## src/rtl/csma_pkg.sv

```systemverilog
package csma_pkg;

    typedef enum logic [2:0] {
        ST_IDLE,
        ST_ISSUE,
        ST_WAIT_CCA,
        ST_BACKOFF,
        ST_DONE
    } csma_state_t;

    function automatic logic [31:0] xorshift32(input logic [31:0] x);
        logic [31:0] t;
        t = x ^ (x << 13);
        t = t ^ (t >> 17);
        t = t ^ (t << 5);
        return t;
    endfunction

endpackage

```

## src/rtl/csma_prng.sv

```systemverilog
module csma_prng #(
    parameter logic [31:0] SEED  = 32'hDEAD_BEEF,
    parameter int          OUT_W = 5
) (
    input  logic             clk,
    input  logic             rst_n,
    input  logic             step,
    output logic [OUT_W-1:0] draw_bits
);
    import csma_pkg::*;

    logic [31:0] state_q;
    logic [31:0] state_nxt;

    assign state_nxt = xorshift32(state_q);
    assign draw_bits = state_nxt[OUT_W-1:0];

    always_ff @(posedge clk) begin
        if (!rst_n)    state_q <= SEED;
        else if (step) state_q <= state_nxt;
    end

    // xorshift never reaches the all-zero state from a non-zero seed
    p_state_nonzero_r5: assert property (@(posedge clk) disable iff (!rst_n)
        state_q != 32'd0);

    p_hold_without_step_r5: assert property (@(posedge clk) disable iff (!rst_n)
        !step |=> $stable(state_q));

endmodule

```

## src/rtl/csma_draw_scale.sv

```systemverilog
module csma_draw_scale #(
    parameter int MAX_BE    = 5,
    parameter int PERIOD_US = 320,
    parameter int BE_W      = 3,
    parameter int WAIT_W    = 14
) (
    input  logic [MAX_BE-1:0] rand_bits,
    input  logic [BE_W-1:0]   be,
    output logic [WAIT_W-1:0] wait_ticks,
    output logic              zero_draw
);
    localparam logic [WAIT_W-1:0] PER = WAIT_W'(PERIOD_US);

    logic [MAX_BE-1:0] mask;
    logic [MAX_BE-1:0] periods;

    for (genvar g = 0; g < MAX_BE; g++) begin : g_mask
        assign mask[g] = (be > BE_W'(g));
    end

    assign periods    = rand_bits & mask;
    assign zero_draw  = (periods == '0);
    assign wait_ticks = WAIT_W'(periods) * PER;

endmodule

```

## src/rtl/csma_wait_timer.sv

```systemverilog
module csma_wait_timer #(
    parameter int WAIT_W = 14
) (
    input  logic              clk,
    input  logic              rst_n,
    input  logic              load,
    input  logic [WAIT_W-1:0] load_val,
    input  logic              run,
    input  logic              tick,
    output logic              expired
);
    logic [WAIT_W-1:0] cnt_q;

    always_ff @(posedge clk) begin
        if (!rst_n)                         cnt_q <= '0;
        else if (load)                      cnt_q <= load_val;
        else if (run && tick && cnt_q != 0) cnt_q <= cnt_q - 1'b1;
    end

    assign expired = (cnt_q == '0);

    p_count_down_r7: assert property (@(posedge clk) disable iff (!rst_n)
        !load && cnt_q != '0 |=> cnt_q <= $past(cnt_q));

    p_no_tick_no_progress_r7: assert property (@(posedge clk) disable iff (!rst_n)
        !load && !tick |=> $stable(cnt_q));

endmodule

```

## src/rtl/csma_backoff_ctrl.sv

```systemverilog
module csma_backoff_ctrl #(
    parameter int          MIN_BE    = 3,
    parameter int          MAX_BE    = 5,
    parameter int          MAX_RETRY = 4,
    parameter int          PERIOD_US = 320,
    parameter logic [31:0] SEED      = 32'hDEAD_BEEF
) (
    input  logic clk,
    input  logic rst_n,
    input  logic start_req,
    input  logic cca_idle,
    input  logic cca_busy,
    input  logic tick_us,
    output logic cca_start,
    output logic done,
    output logic status_busy
);
    import csma_pkg::*;

    localparam int BE_W   = $clog2(MAX_BE + 1);
    localparam int ATT_W  = $clog2(MAX_RETRY + 1);
    localparam int WAIT_W = $clog2(((1 << MAX_BE) - 1) * PERIOD_US + 1);

    csma_state_t       state_q, state_d;
    logic [BE_W-1:0]   be_q, be_next;
    logic [ATT_W-1:0]  att_q;
    logic              status_q;
    logic              busy_retry, busy_giveup, idle_hit;
    logic [MAX_BE-1:0] draw_bits;
    logic [WAIT_W-1:0] wait_ticks;
    logic              zero_draw;
    logic              expired;

    assign idle_hit    = (state_q == ST_WAIT_CCA) && cca_idle;
    assign busy_retry  = (state_q == ST_WAIT_CCA) && !cca_idle && cca_busy
                         && (att_q < ATT_W'(MAX_RETRY));
    assign busy_giveup = (state_q == ST_WAIT_CCA) && !cca_idle && cca_busy
                         && (att_q >= ATT_W'(MAX_RETRY));
    assign be_next     = (be_q < BE_W'(MAX_BE)) ? be_q + 1'b1 : be_q;

    csma_prng #(.SEED(SEED), .OUT_W(MAX_BE)) u_prng (
        .clk       (clk),
        .rst_n     (rst_n),
        .step      (busy_retry),
        .draw_bits (draw_bits)
    );

    csma_draw_scale #(
        .MAX_BE(MAX_BE), .PERIOD_US(PERIOD_US), .BE_W(BE_W), .WAIT_W(WAIT_W)
    ) u_scale (
        .rand_bits  (draw_bits),
        .be         (be_next),
        .wait_ticks (wait_ticks),
        .zero_draw  (zero_draw)
    );

    csma_wait_timer #(.WAIT_W(WAIT_W)) u_timer (
        .clk      (clk),
        .rst_n    (rst_n),
        .load     (busy_retry),
        .load_val (wait_ticks),
        .run      (state_q == ST_BACKOFF),
        .tick     (tick_us),
        .expired  (expired)
    );

    // next-state logic
    always_comb begin
        state_d = state_q;
        unique case (state_q)
            ST_IDLE:     if (start_req) state_d = ST_ISSUE;
            ST_ISSUE:    state_d = ST_WAIT_CCA;
            ST_WAIT_CCA: begin
                if (idle_hit || busy_giveup) state_d = ST_DONE;
                else if (busy_retry)         state_d = zero_draw ? ST_ISSUE : ST_BACKOFF;
            end
            ST_BACKOFF:  if (expired) state_d = ST_ISSUE;
            ST_DONE:     state_d = ST_IDLE;
            default:     state_d = ST_IDLE;
        endcase
    end

    // state register and sequence bookkeeping
    always_ff @(posedge clk) begin
        if (!rst_n) begin
            state_q  <= ST_IDLE;
            be_q     <= BE_W'(MIN_BE);
            att_q    <= '0;
            status_q <= 1'b0;
        end else begin
            state_q <= state_d;
            if (state_q == ST_IDLE && start_req) begin
                be_q  <= BE_W'(MIN_BE);
                att_q <= '0;
            end else if (busy_retry) begin
                be_q  <= be_next;
                att_q <= att_q + 1'b1;
            end
            if (idle_hit)         status_q <= 1'b0;
            else if (busy_giveup) status_q <= 1'b1;
        end
    end

    // outputs
    always_comb begin
        cca_start   = (state_q == ST_ISSUE);
        done        = (state_q == ST_DONE);
        status_busy = status_q;
    end

    p_cca_pulse_r2: assert property (@(posedge clk) disable iff (!rst_n)
        cca_start |=> !cca_start);

    p_done_pulse_r3: assert property (@(posedge clk) disable iff (!rst_n)
        done |=> !done);

    p_be_range_r4: assert property (@(posedge clk) disable iff (!rst_n)
        be_q >= BE_W'(MIN_BE) && be_q <= BE_W'(MAX_BE));

    p_zero_draw_r6: assert property (@(posedge clk) disable iff (!rst_n)
        busy_retry && zero_draw |=> cca_start);

    p_att_cap_r8: assert property (@(posedge clk) disable iff (!rst_n)
        att_q <= ATT_W'(MAX_RETRY));

    p_fail_at_max_r8: assert property (@(posedge clk) disable iff (!rst_n)
        done && status_busy |-> att_q == ATT_W'(MAX_RETRY));

    p_ignore_start_r9: assert property (@(posedge clk) disable iff (!rst_n)
        state_q == ST_BACKOFF && start_req |=> att_q == $past(att_q) && be_q == $past(be_q));

    p_idle_wins_r10: assert property (@(posedge clk) disable iff (!rst_n)
        state_q == ST_WAIT_CCA && cca_idle && cca_busy |=> done && !status_busy);

endmodule

```

## config.mk

```make
export PLATFORM = sky130hd
export DESIGN_NAME = csma_backoff_ctrl
export DESIGN_NICKNAME = d
export VERILOG_FILES = /design/src/rtl/csma_pkg.sv /design/src/rtl/csma_prng.sv /design/src/rtl/csma_draw_scale.sv /design/src/rtl/csma_wait_timer.sv /design/src/rtl/csma_backoff_ctrl.sv
export SDC_FILE = /design/constraint.sdc
export NUM_CORES = 1
export LEC_CHECK = 0
export BUFFER_PORTS_ARGS = -buffer_cell sky130_fd_sc_hd__buf_2
export CORE_MARGIN = 5
export CORE_UTILIZATION = 30
export CTS_CLUSTER_DIAMETER = 100
export DETAILED_ROUTE_END_ITERATION = 6
export PLACE_DENSITY_LB_ADDON = 0.1
export SETUP_SLACK_MARGIN = 0.02
export SYNTH_ARGS = -nofsm -noshare
export SYNTH_HDL_FRONTEND = slang
export SYNTH_SLANG_ARGS = --single-unit
```

## constraint.sdc

```tcl
create_clock -name clk -period 2.4 [get_ports clk]
set_input_delay 0.36 -clock clk [delete_from_list [all_inputs] [get_ports clk]]
set_output_delay 0.36 -clock clk [all_outputs]
set_load 0.02 [all_outputs]
```

==> results of run 1 <==
[registers in the layout, indices dropped and copies added (netlist names)]
| signal | flops |
|---|---|
| att_q | 3 |
| status_busy | 1 |
| be_q | 3 |
| state_q | 3 |
| u_prng.state_q | 32 |
| u_timer.cnt_q | 14 |
[report_power, final]
group / leakage, nW / switching (mW) / internal, mW / total [mW]
Combinational: 0.933 / 0.173 / 0.160 / 0.333
Clock: 0.0558 / 0.346 / 0.316 / 0.662
Sequential: 0.452 / 0.0243 / 0.946 / 0.971
Total: 1.44 / 0.543 / 1.42 / 1.97
[cell usage after synthesis (5+ instances only)]
master and n:
sky130_fd_sc_hd__nor3_1 8, sky130_fd_sc_hd__nor3b_1 5, sky130_fd_sc_hd__o21ai_0 17, sky130_fd_sc_hd__nand2_1 44, sky130_fd_sc_hd__or3_1 17, sky130_fd_sc_hd__nand3_1 15, sky130_fd_sc_hd__ha_1 8, sky130_fd_sc_hd__nand2b_1 6
sky130_fd_sc_hd__nor2_1 28, sky130_fd_sc_hd__a31oi_1 5, sky130_fd_sc_hd__buf_2 5, sky130_fd_sc_hd__a21oi_1 20, sky130_fd_sc_hd__xor2_1 42, sky130_fd_sc_hd__xnor2_1 45, sky130_fd_sc_hd__inv_1 7, sky130_fd_sc_hd__dfxtp_1 56
sky130_fd_sc_hd__clkbuf_1 11
[layout make-up]
type | count | share of cell area
Clock buffer | 6 | 0.0182
Sequential cell | 56 | 0.283
Clock inverter | 2 | 0.00971
Tap cell | 140 | 0.0439
Multi-Input combinational cell | 311 | 0.546
Timing Repair Buffer | 50 | 0.0921
Inverter | 8 | 0.00752
[path summary, 6_finish.rpt]
path,to
worst max-delay path,u_timer.cnt_q[13]
worst min-delay path,status_busy
worst max register to register,u_timer.cnt_q[13]
worst min register to register,att_q[1]
[critical path, stage by stage (launching register included)]
cell                       delay (ns)
sky130_fd_sc_hd__dfxtp_4         0.37
sky130_fd_sc_hd__ha_4            0.16
sky130_fd_sc_hd__and4bb_4        0.21
sky130_fd_sc_hd__a221oi_4        0.32
sky130_fd_sc_hd__ha_2            0.27
sky130_fd_sc_hd__ha_4            0.14
sky130_fd_sc_hd__inv_2           0.04
sky130_fd_sc_hd__fa_2            0.32
sky130_fd_sc_hd__or3b_1          0.37
sky130_fd_sc_hd__a31oi_1         0.15
[per-stage QoR]
stage / std cells / area (µm²) / setup TNS [ns]
after floorplan: 391 / 3340 / -0.0238
after global placement: 564 / 3800 / -0.0479
after detailed placement: 564 / 3800 / -0.236
after CTS: 573 / 3970 / -0.0587
after global routing: 573 / 3990 / -0.286
final: 573 / 3990 / -0.0146
[per-layer routing]
layer | routed length, µm | up-vias | track usage | part of all wire
met3 | 155 | 8 | 0.0337 | 0.020
li1 | - | 1425 | - | -
met5 | 0 | - | 0 | 0
met4 | 90 | 0 | 0.0282 | 0.012
met2 | 3590 | 13 | 0.204 | 0.46
met1 | 3930 | 1260 | 0.168 | 0.51
[cell families (layout without fill, tap and decap cells)]
| group | count (synthesis) | after routing | synth area share |
|---|---|---|---|
| buffers and inverters | 24 | 66 | 0.0290 |
| xor gates and xnor gates | 89 | 89 | 0.244 |
| adders and majority gates | 9 | 9 | 0.0362 |
| and+or+nand+nor | 145 | 145 | 0.225 |
| AOI/OAI and AO/OA | 67 | 67 | 0.126 |
| DFF | 56 | 56 | 0.338 |
| muxes | 1 | 1 | 0.00301 |
[what timing repair did]
action                                  in CTS  in global routing
gates resized for setup                     10                  5
buffers inserted                             1                  0
endpoints found under the setup margin       3                  4
hold endpoints to repair                     0                  0
pin swaps                                    3                  4
==> run metrics, run 1 <==
antenna violations before repair 0; number of global-route vias before repair ~2,600; start point of the worst hold path cca_idle; Filler Cell Count 1,150; summed instance area of the synthesized netlist 3320 µm²; total power consumption of the routed design around 2.0 mW; source of the critical timing path be_q[0]; global-route total usage across every layer 0.126; tightest slew margin relative to the limit 0.649; most used cells in the layout excluding fill and tap cells 52 x sky130_fd_sc_hd__dfxtp_1, 44 x sky130_fd_sc_hd__nand2_1, 43 x sky130_fd_sc_hd__xnor2_1; number of max-slew violations in the final report 0; average cell area after synthesis roughly 8.5 µm²; number of top-level pins 9; worst setup path class flip-flop to flip-flop; count of port buffers added during placement 8; layout cells sized above 1 0.182; detailed-route vias per instance 4.72; number of standard-cell rows in the floorplan 38; CTS hold repair buffers 0; required time worst endpoint around 2.7 ns; period utilization 1.01; flip-flop and latch count after synthesis 56; total half-perimeter wirelength after legalization and detailed placement between 5000 and 6000 µm; Skew-Pair Late Insertion Delay roughly 0.33 ns; DRC violation count after routing 0; Lkg Pwr 1.44 nW; Worst-Margin Slew 0.521 ns; wire length of the first global-routing pass about 13,000 µm; GRT Residual Overflow 0; EDFF count, synth 0; hold violation total from the final report 0; number of search-and-repair iterations in the first detailed-routing pass 4; library cell occupying the most area in the post-synthesis netlist sky130_fd_sc_hd__dfxtp_1; portion of the post-synthesis area used by sequential elements 0.338; Async S/R FF share, synth 0; crit path launch type flip-flop; clock sink count 56; utilization after layout 0.368; CTS tree yes; total inserted antenna cells 0; clock-pin transition on the worst setup and hold timing paths between 0.1 and 0.15 ns; Final Skew approximately 0.010 ns; maximum level of the CTS H-tree 2; CTS Root Buffer Type sky130_fd_sc_hd__clkbuf_8; FMAX 0.414 GHz; core area around 11,000 µm²; number of max-cap violations 0; cells after synthesis approximately 400; maximum clock path buffer count 2; remaining antenna violation count after routing 0; worst hold path type input port to flip-flop; count of final setup violators 1; detailed-route wire length per cell around 14 µm; violations in the final reports negative setup slack; Setup WS pre-CTS -0.122 ns; Die H ~120 µm; final setup margin -0.0146 ns; RSZ-0062 raised after global routing yes; routed via count 2,706; run status finished with violations; area overhead of the layout relative to synthesis 20.3%; last weighted congestion value of the routability-driven placer around 0.81; net count after synthesis between 400 and 500; DIE AREA around 13,000 µm²; area taken by multi-input logic gates around 2200 µm²; register-to-register setup slack -0.01 ns; area share of the largest cell type after synthesis 0.338; pin count of the biggest net entering global routing 31; CP Capture Type flip-flop; die span in x 115 µm; clock buffers created by TritonCTS 5; Hold Slack roughly 0.30 ns; Main synth FF type sky130_fd_sc_hd__dfxtp_1; count of synthesis-stage warnings from yosys 0; data arrival at the endpoint of the critical path 2.68 ns; cell depth of the worst min-delay path 2; nets 447; reg-to-reg startpoint be_q[0]; Max Fanout on Critical Path 4; distinct cell type count of the synthesized netlist 52; number of cells on the worst reg-to-reg path 9; leading post-synthesis cells by cell area sky130_fd_sc_hd__dfxtp_1 34%, sky130_fd_sc_hd__xnor2_1 12%, sky130_fd_sc_hd__xor2_1 11%; maximum VDD drop 0.331 mV; Pwr per Cell Area 492 nW/µm²; Final min period 2.41 ns; commonest non-fill, non-tap cell in the layout sky130_fd_sc_hd__dfxtp_1; detailed router's first-iteration violation count 95; starting utilization of the core area 0.306; FF/Latch Area ~1100 µm²; post-detailed-routing wire length roughly 7800 µm
Power figures use the tool's default switching activity.
==> run 2, diff against run 1 <==
--- a/config.mk
+++ b/config.mk
@@ -10,7 +10,6 @@
 export CORE_UTILIZATION = 30
 export CTS_CLUSTER_DIAMETER = 100
 export DETAILED_ROUTE_END_ITERATION = 6
-export PLACE_DENSITY_LB_ADDON = 0.1
 export SETUP_SLACK_MARGIN = 0.02
 export SYNTH_ARGS = -nofsm -noshare
 export SYNTH_HDL_FRONTEND = slang
==> run 2 against run 1 <==
The run now ends clean. Sequential power is essentially flat. Fmax grew 1.1%. Routed wire length shrank 8.1%. Critical path type unchanged. Clock power shrank 18%. Utilization shrank 0.57 points. Final area shrank 1.5%. Sequential share of layout area grew 0.38 points. Non-clock buffer count shrank 5. Setup slack gained 0.025 ns. Total power shrank 6.5%. Via count grew 1.5%. Largest power group unchanged.
==> run metrics, run 2 (synthesis results as in run 1) <==
commonest non-fill, non-tap cell in the layout sky130_fd_sc_hd__dfxtp_1; maximum clock path buffer count 2 (unchanged); total power consumption of the routed design 1.84 mW (-6.5%); routed via count 2,747 (+1.5%); GRT Residual Overflow 0 (unchanged); FMAX 0.419 GHz (+1.1%); detailed-route vias per instance 4.84 (+2.4%); number of max-cap violations 0 (unchanged); Lkg Pwr 1.42 nW (-1.4%); core area 10,800 µm² (unchanged); Skew-Pair Late Insertion Delay 0.32 ns (about the same); hold violation total from the final report 0 (unchanged); CTS hold repair buffers 0 (unchanged); maximum VDD drop 0.367 mV (+11%); die span in x 115 µm (unchanged); detailed-route wire length per cell 12.6 µm (-7.3%); detailed router's first-iteration violation count 144 (+52%); Worst-Margin Slew 0.724 ns (+0.204 ns); register-to-register setup slack 0.01 ns (+0.03 ns); number of max-slew violations in the final report 0 (unchanged); total inserted antenna cells 0 (unchanged); area overhead of the layout relative to synthesis 18.4%; most used cells in the layout excluding fill and tap cells 54 x sky130_fd_sc_hd__dfxtp_1, 43 x sky130_fd_sc_hd__xnor2_1, 43 x sky130_fd_sc_hd__nand2_1; power dissipated by switching net loads 0.502 mW (-7.6%); RSZ-0062 raised after global routing yes; nets 442 (-1.1%); highest cell delay on the worst timing path 0.37 ns (about the same); DRC violation count after routing 0 (unchanged); Non-Filler Cell Area, Final 3930 µm² (-1.5%); share of total power in combinational logic 0.176 (+0.006); Biggest register u_prng.state_q; antenna violations before repair 0 (unchanged); Die H 115 µm (unchanged); run status finished, final reports clean; Max Fanout on Critical Path 5 (+1); count of final setup violators 0 (-1); tightest slew margin relative to the limit 0.513 (-0.136); max FFs per register 32 (unchanged); number of top-level pins 9 (unchanged); Int Power 1.34 mW (-6.0%); instance area after placement 3740 µm² (-1.7%); library cell appearing most often on the critical path sky130_fd_sc_hd__ha_4; CP Capture Type flip-flop; relative contribution of sequential cells to total power 0.528 (+0.034); number of cells on the worst reg-to-reg path 9 (unchanged); biggest registers after layout u_prng.state_q (32), u_timer.cnt_q (14); Pwr per Cell Area 468 nW/µm² (-5.0%); clock-pin transition on the worst setup and hold timing paths 0.11 ns (about the same); worst hold path type input port to flip-flop; required time worst endpoint 2.66 ns (about the same); Final Skew 0.0149 ns (+0.00464 ns); period utilization 0.996 (-0.0105); number of standard-cell rows in the floorplan 38 (unchanged); number of search-and-repair iterations in the first detailed-routing pass 4 (unchanged); Net Sw Frac 0.273 (-0.00342); clock buffers created by TritonCTS 5 (unchanged); remaining antenna violation count after routing 0 (unchanged); worst setup path class flip-flop to flip-flop; starting utilization of the core area 0.306 (unchanged); Final min period 2.39 ns (-0.0252 ns); cell with the biggest individual delay on the critical path sky130_fd_sc_hd__dfxtp_4; CTS Root Buffer Type sky130_fd_sc_hd__clkbuf_8; post-detailed-routing wire length 7130 µm (-8.1%); crit path launch type flip-flop; cell chain of the critical path ha_4 -> and4bb_4 -> a221oi_4 -> ha_2 -> ha_4 -> inv_2 -> fa_2 -> or3b_1 -> a31oi_1; part of the total power dissipated in the clock network 0.296 (-0.041); last weighted congestion value of the routability-driven placer 0.825 (+1.5%); count of port buffers added during placement 8 (unchanged); DIE AREA 13,300 µm² (unchanged); wire length of the first global-routing pass 12,300 µm (-7.4%); data arrival at the endpoint of the critical path 2.65 ns (-0.03 ns); number of global-route vias before repair 2,667 (+0.98%); CTS tree yes; cell depth of the worst min-delay path 2 (unchanged); total half-perimeter wirelength after legalization and detailed placement 4970 µm (-13%); clock sink count 56 (unchanged); global-route total usage across every layer 0.113 (-0.0132); pin count of the biggest net entering global routing 44 (+42%); layout cells sized above 1 0.173 (-0.00955); maximum level of the CTS H-tree 2 (unchanged)
run 2: area by class of cell:
| class | instances | area, µm² |
|---|---|---|
| timing repair buffer | 45 | 318 |
| inverter | 8 | 30.0 |
| fill | 1156 | 6910 |
| clock buffer | 8 | 90.1 |
| tap | 140 | 175 |
| multi-input combinational | 311 | 2190 |
| sequential | 56 | 1130 |
run 2: metrics by stage:
| step | std cells | utilization | setup TNS (ns) | hold WS (ns) | worst slack, ns |
|---|---|---|---|---|---|
| 3_3_place_gp | 557 | 0.345 | -0.0354 | 0.446 | -0.0354 |
| 4_1_cts | 566 | 0.359 | -0.00811 | 0.316 | -0.00811 |
| 3_5_place_dp | 557 | 0.345 | -0.156 | 0.463 | -0.117 |
| 6_report | 568 | 0.363 | 0 | 0.339 | 0.0106 |
| 2_1_floorplan | 391 | - | -0.0238 | 0.440 | -0.0238 |
| 5_1_grt | 568 | 0.363 | -0.184 | 0.320 | -0.108 |
run 2: timing repair:
item | in CTS | in global routing
endpoints found under the setup margin | 3 | 3
endpoints found under the hold margin | 0 | 0
pin swaps | 5 | 6
gates resized for setup | 10 | 6
buffers inserted | 1 | 2
run 2: path summary, 6_finish.rpt:
path | endpoint | from
setup / recovery | u_timer.cnt_q[13] | be_q[0]
hold / removal | status_busy | cca_idle
setup reg to reg | u_timer.cnt_q[13] | be_q[0]
hold reg to reg | att_q[1] | att_q[1]
run 2: metal layers:
metal	track usage	share of wire
met1	0.143	0.48
met2	0.195	0.49
met3	0.0147	0.017
met4	0.0415	0.015
met5	0	0
run 2: power by group through the flow:
stage / clock network (mW) / logic (mW) / registers, mW
finish: 0.544 / 0.324 / 0.970
global route: 0.615 / 0.364 / 0.975
CTS: 0.572 / 0.307 / 0.971
detailed placement: 0 / 0.292 / 0.992
global placement: 0 / 0.288 / 0.991
floorplan: 0 / 0.212 / 0.984
run 2: critical path: cells and delay by family (launching register included):
kind                       cells  cell delay, ns
AOI/OAI and AO/OA              2            0.46
adders and majority gates      4            0.88
buffers and inverters          1            0.04
DFF                            1            0.37
and+or+nand+nor                2            0.58
==> run 3, diff against run 2 <==
--- a/config.mk
+++ b/config.mk
@@ -6,6 +6,7 @@
 export NUM_CORES = 1
 export LEC_CHECK = 0
 export BUFFER_PORTS_ARGS = -buffer_cell sky130_fd_sc_hd__buf_2
+export CORE_ASPECT_RATIO = 0.5
 export CORE_MARGIN = 5
 export CORE_UTILIZATION = 30
 export CTS_CLUSTER_DIAMETER = 100
==> run 3 against run 2 <==
Non-clock buffer count increased by 4. Sequential power about the same. Final cell count is 1.6% higher. First-iteration DRC count shrank 5.6%. Largest power group unchanged. Critical path type unchanged. Routed wire length is 3.0% higher.
==> run metrics, run 3 (synthesis results as in run 1) <==
Biggest register u_prng.state_q; data arrival at the endpoint of the critical path 2.61 ns (-0.04 ns); routed via count 2,741 (-0.22%); Hold Slack 0.345 ns (+0.00624 ns); Post-Route Setup TNS 0 ns (unchanged); highest signal layer in the routed design met4; worst hold path type input port to flip-flop; global-route total usage across every layer 0.109 (-0.00414); CP Capture Type flip-flop; hold violation total from the final report 0 (unchanged); die span in x 159 µm (+38%); detailed router's first-iteration violation count 136 (-5.6%); core area 10,900 µm² (+0.66%); number of global-route vias before repair 2,620 (-1.8%); max FFs per register 32 (unchanged); total half-perimeter wirelength after legalization and detailed placement 5090 µm (+2.4%); Pwr per Cell Area 539 nW/µm² (+15%); commonest non-fill, non-tap cell in the layout sky130_fd_sc_hd__dfxtp_1; CTS hold repair buffers 0 (unchanged); run status finished, final reports clean; required time worst endpoint 2.62 ns (-0.04 ns); worst setup path class flip-flop to flip-flop; DRC violation count after routing 0 (unchanged); Lkg Pwr 1.46 nW (+2.4%); Final min period 2.39 ns (+0.00330 ns); number of top-level pins 9 (unchanged); Max Fanout on Critical Path 4 (-1); clock sink count 56 (unchanged); tightest slew margin relative to the limit 0.481 (-0.0323); detailed-route wire length per cell 12.7 µm (+1.4%); pin count of the biggest net entering global routing 44 (unchanged); RSZ-0062 raised after global routing yes; number of max-slew violations in the final report 0 (unchanged); clock-pin transition on the worst setup and hold timing paths 0.08 ns (-0.03 ns); GRT Residual Overflow 0 (unchanged); clock buffers created by TritonCTS 5 (unchanged); Worst-Margin Slew 0.773 ns (+0.0481 ns); CTS tree yes; area overhead of the layout relative to synthesis 21.9%; maximum level of the CTS H-tree 2 (unchanged); antenna violations before repair 0 (unchanged); utilization after layout 0.371 (+0.00829); most used cells in the layout excluding fill and tap cells 53 x sky130_fd_sc_hd__dfxtp_1, 44 x sky130_fd_sc_hd__xnor2_1, 43 x sky130_fd_sc_hd__nand2_1; biggest registers after layout u_prng.state_q (32), u_timer.cnt_q (14); Filler Cell Count 1,095 (-5.3%); CTS Root Buffer Type sky130_fd_sc_hd__clkbuf_16; number of standard-cell rows in the floorplan 27 (-29%); nets 446 (+0.90%); maximum clock path buffer count 2 (unchanged); remaining antenna violation count after routing 0 (unchanged); last weighted congestion value of the routability-driven placer 0.822 (-0.38%); detailed-route vias per instance 4.75 (-1.8%); crit path launch type flip-flop; period utilization 0.997 (+0.00137); wire length of the first global-routing pass 12,400 µm (+0.28%); met1 layer wirelength in the final routing 3520 µm (+2.7%); starting utilization of the core area 0.304 (-0.00200); layout cells sized above 1 0.188 (+0.0146); Die H 84.4 µm (-27%); number of search-and-repair iterations in the first detailed-routing pass 4 (unchanged); DIE AREA 13,400 µm² (+0.96%); Skew-Pair Late Insertion Delay 0.29 ns (-0.03 ns); FMAX 0.418 GHz (-0.14%); number of max-cap violations 0 (unchanged); total inserted antenna cells 0 (unchanged); post-detailed-routing wire length 7350 µm (+3.0%); maximum VDD drop 0.280 mV (-24%); wire length on met2 3580 µm (+2.8%); detailed route wirelength on metal3 160 µm (+33%); count of port buffers added during placement 8 (unchanged); Final Skew 0.00823 ns (-0.00667 ns); count of final setup violators 0 (unchanged)
run 3: cell type report:
class | count | area (µm²) | share of cell area
Clock inverter | 2 | 38.8 | 0.00958
Multi-Input combinational cell | 311 | 2190 | 0.540
Inverter | 8 | 30.0 | 0.00742
Clock buffer | 6 | 139 | 0.0343
Sequential cell | 56 | 1120 | 0.278
Tap cell | 145 | 181 | 0.0448
Timing Repair Buffer | 49 | 348 | 0.0859
run 3: what timing repair did:
item	4_1_cts	5_1_grt
buffers inserted	1	2
pin swaps	5	5
gates resized for setup	6	9
endpoints found under the setup margin	2	4
run 3: where the power goes:
group          internal [mW]  leakage, nW  total (mW)  switching [mW]
logic                  0.164        0.916       0.344           0.180
registers              0.947        0.452       0.971          0.0239
clock network          0.524       0.0871       0.870           0.346
run 3: path summary, 6_finish.rpt:
kind,cells past startpoint,from,to,slack (ns)
setup / recovery,9,be_q[0],u_timer.cnt_q[13],0.007
hold / removal,2,cca_idle,status_busy,0.35
setup reg to reg,9,be_q[0],u_timer.cnt_q[13],0.007
hold reg to reg,2,att_q[1],att_q[1],0.46
run 3: per-stage QoR:
stage	setup slack, ns	std cells	power, mW	instance area [µm²]
detailed placement	-0.0393	566	1.29	3780
floorplan	-0.0238	391	1.20	3340
global route	-0.0857	577	2.30	4050
CTS	-0.0251	575	2.19	4000
global placement	0.00806	566	1.29	3780
finish	0.00730	577	2.18	4050
run 3: worst max-delay path, stage by stage (launching register included):
cell and delay (ns):
sky130_fd_sc_hd__dfxtp_2 0.34, sky130_fd_sc_hd__ha_4 0.16, sky130_fd_sc_hd__and4bb_2 0.26, sky130_fd_sc_hd__a221oi_4 0.29
sky130_fd_sc_hd__ha_2 0.23, sky130_fd_sc_hd__ha_4 0.13, sky130_fd_sc_hd__inv_2 0.04, sky130_fd_sc_hd__fa_2 0.35
sky130_fd_sc_hd__or3b_1 0.35, sky130_fd_sc_hd__a31oi_1 0.16
run 3: metal layers:
| layer | track usage | up-vias |
|---|---|---|
| li1 | - | 1429 |
| met1 | 0.140 | 1279 |
| met2 | 0.190 | 25 |
| met3 | 0.0177 | 8 |
| met4 | 0.0297 | 0 |
| met5 | 0 | - |
